===== src/rtl/pcm_slot_port.sv =====
module pcm_slot_port #(
  parameter int TS_W = 7,
  parameter int SYNC = 2
) (
  input  logic            clk,
  input  logic            rst_n,
  input  logic            pclk,
  input  logic            fs,
  input  logic            dr,
  output logic            dx,
  output logic            dx_oe,
  input  logic [TS_W-1:0] tx_slot,
  input  logic [2:0]      tx_cslot,
  input  logic            tx_pol,
  input  logic [TS_W-1:0] rx_slot,
  input  logic [2:0]      rx_cslot,
  input  logic            rx_pol,
  input  logic            wide16,
  input  logic [15:0]     tx_data,
  output logic            tx_load,
  output logic [15:0]     rx_data,
  output logic            rx_valid
);

  localparam int CNT_W = TS_W + 4;
  localparam logic [CNT_W-1:0] CNT_MAX = '1;

  logic [SYNC-1:0] pclk_sy, fs_sy, dr_sy;
  logic pclk_d, fs_last, in_frame;
  logic [CNT_W-1:0] cnt;
  logic [15:0] tx_word, rx_sr;

  always_ff @(posedge clk) begin
    if (!rst_n) begin
      pclk_sy <= '0;
      fs_sy   <= '0;
      dr_sy   <= '0;
      pclk_d  <= 1'b0;
    end else begin
      pclk_sy <= {pclk_sy[SYNC-2:0], pclk};
      fs_sy   <= {fs_sy[SYNC-2:0], fs};
      dr_sy   <= {dr_sy[SYNC-2:0], dr};
      pclk_d  <= pclk_sy[SYNC-1];
    end
  end

  wire pclk_s    = pclk_sy[SYNC-1];
  wire fs_s      = fs_sy[SYNC-1];
  wire dr_s      = dr_sy[SYNC-1];
  wire pclk_fall = pclk_d & ~pclk_s;
  wire pclk_rise = ~pclk_d & pclk_s;
  wire frame_start = pclk_fall & fs_s & ~fs_last;

  wire [CNT_W-1:0] cnt_next = frame_start ? '0 :
                              (cnt == CNT_MAX) ? cnt : cnt + CNT_W'(1);

  always_ff @(posedge clk) begin
    if (!rst_n) begin
      cnt      <= '0;
      fs_last  <= 1'b0;
      in_frame <= 1'b0;
    end else if (pclk_fall) begin
      cnt     <= cnt_next;
      fs_last <= fs_s;
      if (frame_start) in_frame <= 1'b1;
    end
  end

  wire [CNT_W-1:0] fld_len  = wide16 ? CNT_W'(16) : CNT_W'(8);
  wire [CNT_W-1:0] tx_start = CNT_W'({tx_slot, 3'b000}) + CNT_W'(tx_cslot);
  wire [CNT_W-1:0] rx_start = CNT_W'({rx_slot, 3'b000}) + CNT_W'(rx_cslot);

  // transmit side
  wire             drv_edge = tx_pol ? pclk_rise : pclk_fall;
  wire [CNT_W-1:0] drv_idx  = tx_pol ? cnt : cnt_next;
  wire [15:0]      drv_word = frame_start ? tx_data : tx_word;
  wire             tx_on    = (in_frame | frame_start) &&
                              drv_idx >= tx_start && drv_idx < tx_start + fld_len;
  wire [3:0]       tx_k     = 4'(drv_idx - tx_start);
  wire [3:0]       tx_pos   = (wide16 ? 4'd15 : 4'd7) - tx_k;

  always_ff @(posedge clk) begin
    if (!rst_n) begin
      tx_word <= '0;
      tx_load <= 1'b0;
      dx      <= 1'b0;
      dx_oe   <= 1'b0;
    end else begin
      tx_load <= frame_start;
      if (frame_start) tx_word <= tx_data;
      if (drv_edge) begin
        dx_oe <= tx_on;
        dx    <= tx_on ? drv_word[tx_pos] : 1'b0;
      end
    end
  end

  // receive side
  wire smp_edge = rx_pol ? pclk_fall : pclk_rise;
  wire rx_on    = in_frame && cnt >= rx_start && cnt < rx_start + fld_len;
  wire rx_last  = cnt == rx_start + fld_len - CNT_W'(1);
  wire [15:0] rx_next = {rx_sr[14:0], dr_s};

  always_ff @(posedge clk) begin
    if (!rst_n) begin
      rx_sr    <= '0;
      rx_data  <= '0;
      rx_valid <= 1'b0;
    end else begin
      rx_valid <= 1'b0;
      if (smp_edge && rx_on) begin
        rx_sr <= rx_next;
        if (rx_last) begin
          rx_valid <= 1'b1;
          rx_data  <= wide16 ? rx_next : {8'h00, rx_next[7:0]};
        end
      end
    end
  end

  assert_cnt_hold_R2: assert property (@(posedge clk) disable iff (!rst_n)
    !$past(pclk_fall) |-> cnt == $past(cnt));
  assert_oe_on_edge_R4: assert property (@(posedge clk) disable iff (!rst_n)
    (dx_oe != $past(dx_oe)) |-> $past(drv_edge));
  assert_rx_upper_R6: assert property (@(posedge clk) disable iff (!rst_n)
    (rx_valid && !wide16) |-> rx_data[15:8] == 8'h00);
  assert_oe_framed_R8: assert property (@(posedge clk) disable iff (!rst_n)
    dx_oe |-> in_frame);
  assert_load_start_R9: assert property (@(posedge clk) disable iff (!rst_n)
    tx_load |-> (cnt == '0 && in_frame));
  assert_word_hold_R9: assert property (@(posedge clk) disable iff (!rst_n)
    (tx_word != $past(tx_word)) |-> tx_load);
  assert_rxv_pulse_R10: assert property (@(posedge clk) disable iff (!rst_n)
    rx_valid |=> !rx_valid);

endmodule


===== config.mk =====
export PLATFORM = sky130hd
export DESIGN_NAME = pcm_slot_port
export DESIGN_NICKNAME = d
export VERILOG_FILES = /design/src/rtl/pcm_slot_port.sv
export SDC_FILE = /design/constraint.sdc
export NUM_CORES = 1
export LEC_CHECK = 0
export ABC_AREA = 1
export BUFFER_PORTS_ARGS = -buffer_cell sky130_fd_sc_hd__buf_4
export CORE_UTILIZATION = 59
export DETAILED_ROUTE_END_ITERATION = 10
export PLACE_DENSITY = 0.81
export SLEW_MARGIN = 20
export SYNTH_ARGS = -nofsm -noshare
export SYNTH_HDL_FRONTEND = slang
export SYNTH_SLANG_ARGS = --single-unit

===== constraint.sdc =====
create_clock -name clk -period 3.84 [get_ports clk]
set_input_delay 0.576 -clock clk [delete_from_list [all_inputs] [get_ports clk]]
set_output_delay 0.576 -clock clk [all_outputs]
set_load 0.02 [all_outputs]

==> metrics.log <==
INFO  metric status = completed
INFO  metric diodes = 0
INFO  metric cts.sink_count = 71
INFO  metric cts_tree = done
INFO  metric yosys.area.top_type = dfxtp_1
INFO  metric cts_inserted_buffers = 9
INFO  metric setup_tns = 0 ns
INFO  metric synth_commonest_cells = 213 x nand2_1, 125 x inv_1, 85 x nor2_1, 78 x nand3_1, 71 x dfxtp_1
INFO  metric p_sw = just over 0.5 mW
INFO  metric drc_errors = 0
INFO  metric netlist_area = just over 5000 sq um
INFO  metric clock_slew_at_the_register_clock_pins_of_the_worst_setup_and_hold_paths = 0.08 ns
INFO  metric nFillCells = 730
INFO  metric max_freq = 285 MHz
INFO  metric critPathLaunchType = flip-flop
INFO  metric hold_crit_class = reg -> reg
INFO  metric crit_fanout = 9
INFO  metric clock_latency_at_the_later_pin_of_the_worst_skew_pair = about 0.35 ns
INFO  metric finalHoldViolations = 0
INFO  metric drt-vias-per-instance = about 5.3
INFO  metric clkPwrFrac = 0.365
INFO  metric synth.ff_latch_count = 71
INFO  metric worst_slew_pin_slew = 0.949 ns
INFO  metric worst_slew_margin_rel = 0.367
INFO  metric cpLargestDelayFamily = simple AND/OR/NAND/NOR gates
INFO  metric critPathSlowestCell = dfxtp_1
INFO  metric p_per_area = 288 nW/um^2
INFO  metric timing.max_cap.violations = 0
INFO  metric ios = 64
INFO  metric ys.flop_type = dfxtp_1
INFO  metric finalClockSkew = 0.0106 ns
INFO  metric synth_nets = approximately 900
INFO  metric multi_input_logic_area = 3120 sq um
INFO  metric gr-total-overflow = 0
INFO  metric finalCriticalPeriod = 3.51 ns
INFO  metric number_of_flops_mapped_to_enable_cells_by_yosys = 0
INFO  metric ys_seq_area_frac = 0.277
INFO  metric dr.first_iter.drc_count = approximately 380
INFO  metric clk_root_buffer_cell = clkbuf_8
INFO  metric reg2regPathDepth = 17
INFO  metric global_route.usage.total = 0.291
INFO  metric synth_area_leaders = dfxtp_1 28%, nand2_1 16%, ha_1 11%
INFO  metric syn_inst = roughly 810
INFO  metric grt_start_max_net_pins = 43
INFO  metric critPathArrivalTime = 3.71 ns
INFO  metric cts-resized-gates = 0
INFO  metric placed_cells_incl_taps = 956
INFO  metric grt_pass1_vias = 4850
INFO  metric number_of_buffer_and_inverter_instances_along_the_worst_setup_path = 1
INFO  metric initial_utilization = 0.618
INFO  metric die_width = 95.2 microns
INFO  metric std_cell_rows = 33
INFO  metric synth_top_area_frac = 0.277
INFO  metric cellInternalPower = 1.19 mW
INFO  metric post-synth-top-count-cell = nand2_1
INFO  metric irDropWorstVdd = 0.226 mV
INFO  metric design.die.area = 9070 sq um
INFO  metric worstPathRequired = 4.03 ns
INFO  metric criticalPathCategory = reg -> reg
INFO  metric grt_setup_unrepaired = no
INFO  metric timing.hold.worst_path_depth = 2
INFO  metric cts.htree.levels = 3
INFO  metric p_seq_frac = 0.443
INFO  metric antenna_violating_nets_post_route = 0
INFO  metric layout.cells.non_filler = 972
INFO  metric finalNetCount = 955
INFO  metric drive_gt1_frac = 0.127
INFO  metric path_depth = 17
INFO  metric synth_warnings = 0
INFO  metric p_leak = 2.96 nW
INFO  metric antenna_found_initial = 0
INFO  metric fin_util = 0.710
INFO  metric io_buffer_count = 63
INFO  metric vias = ~5.2k
INFO  metric area_delta_synth_final = 14.9%
INFO  metric critPathMostFrequentCell = nor2_1
INFO  metric cp_cell_sequence = nand2_1, nor2_1, nand3_1, nor2_1, o21ai_0, o21ai_0, inv_1, ha_1, ha_1, ha_1, xnor2_1, xnor2_1, nand3_1, nand2_1, nor2_1, nor2_1, nor2_1
INFO  metric ys_async_rst_share = 0
INFO  metric globalplace.congestion = 0.923
INFO  metric power.share.combinational = 0.192
INFO  metric placeableCoreArea = 8300 sq um
INFO  metric finalCritPeriodShare = 0.915
INFO  metric syn_avg_cell_area = 6.37 sq um
INFO  metric ff_latch_area = 1420 sq um
INFO  metric wl = 12.2 mm
INFO  metric slew_violations = 0
INFO  metric critPathCaptureType = flip-flop
INFO  metric report.final.setup_viol = 0
INFO  metric synth_cell_type_count = 38
INFO  metric sw_frac_of_total = 0.297
INFO  metric routedWlPerCell = around 13 microns
INFO  metric detailed_place_hpwl = 9.40 mm
INFO  metric detailedRoute.firstPassIterationCount = 6
INFO  metric cp_slowest_stage_delay = between 0.5 and 0.6 ns
INFO  metric hold_buffers = 0
INFO  metric cts_post_setup_buffers_inserted = 0
INFO  metric clock_path_buffers = 2
INFO  metric global_route_wire_length_before_repair = between 20 and 25 mm
INFO  metric floorplan.die.height = 95.2 microns
layer usage:
| metal | vias up | track usage | wire length [microns] |
|---|---|---|---|
| li1 | 2679 | - | - |
| met1 | 2328 | 0.367 | 5520 |
| met2 | 152 | 0.502 | 5830 |
| met3 | 24 | 0.0470 | 700 |
| met4 | 0 | 0.0934 | 200 |
| met5 | - | 0 | 0 |
cell usage in the layout, fill, tap and decap left out, types with 2 or more instances in the layout:
cell type,instances
o211ai_1,2
xnor2_1,5
nor3_1,3
a21oi_1,44
inv_1,125
nor2_2,3
nor2_1,84
nor2_4,2
nand2_4,2
dfxtp_1,71
nand2_2,6
nand3_1,78
buf_4,72
nand3b_1,3
o21ai_0,42
nand4_1,20
fa_1,2
clkbuf_8,10
xor2_1,7
nor4_1,2
clkinv_4,2
ha_1,47
nand3_2,5
nand2_1,213
tightest hold or removal path, cell delays in order (launching register included):
cell and delay, ns:
dfxtp_1 0.31, nand2_1 0.05, inv_1 0.04
registers in the layout (all words and copies together) (netlist names), 2 cells and up:
signal / cells
cnt: 11
dr_sy: 2
fs_sy: 2
pclk_sy: 2
rx_data: 16
rx_sr: 15
tx_word: 16
cell type report:
class | instances | area share
Clock buffer | 10 | 0.0234
Clock inverter | 6 | 0.0117
Inverter | 126 | 0.0803
Multi-Input combinational cell | 582 | 0.529
Sequential cell | 71 | 0.241
Tap cell | 105 | 0.0223
Timing Repair Buffer | 72 | 0.0917
power by group through the flow:
stage	combinational (mW)	sequential, mW	clock [mW]
3_5_place_dp	0.322	0.769	0
3_3_place_gp	0.314	0.769	0
6_report	0.326	0.752	0.619
2_1_floorplan	0.222	0.767	0
5_1_grt	0.372	0.753	0.657
4_1_cts	0.325	0.752	0.627
metrics by stage:
step	hold slack (ns)	setup WS [ns]	power [mW]	instance area, sq um
after floorplan	0.390	0.352	0.989	5130
after global placement	0.402	0.402	1.08	5690
after global routing	0.417	0.0375	1.78	5890
after detailed placement	0.406	0.278	1.09	5690
final	0.406	0.326	1.70	5890
after CTS	0.401	0.399	1.70	5890
path summary, 6_finish.rpt:
kind / start / endpoint / slack [ns]
worst max-delay path: cnt[7]$_SDFFE_PN0N_ / dx$_SDFFE_PN0P_ / 0.33
worst min-delay path: pclk_sy[0]$_SDFF_PN0_ / pclk_sy[1]$_SDFF_PN0_ / 0.41
worst max register to register: cnt[7]$_SDFFE_PN0N_ / dx$_SDFFE_PN0P_ / 0.33
worst min register to register: pclk_sy[0]$_SDFF_PN0_ / pclk_sy[1]$_SDFF_PN0_ / 0.41
kinds of logic (layout without fill, tap and decap cells):
logic type	after synthesis	count (layout)	synth area share
simple gates	425	425	0.363
buf+inv	152	214	0.115
compound gates	95	95	0.0969
fa+ha+maj	49	49	0.122
xor+xnor	13	13	0.0259
flops	71	71	0.277
(Power assumes the default switching activity.)
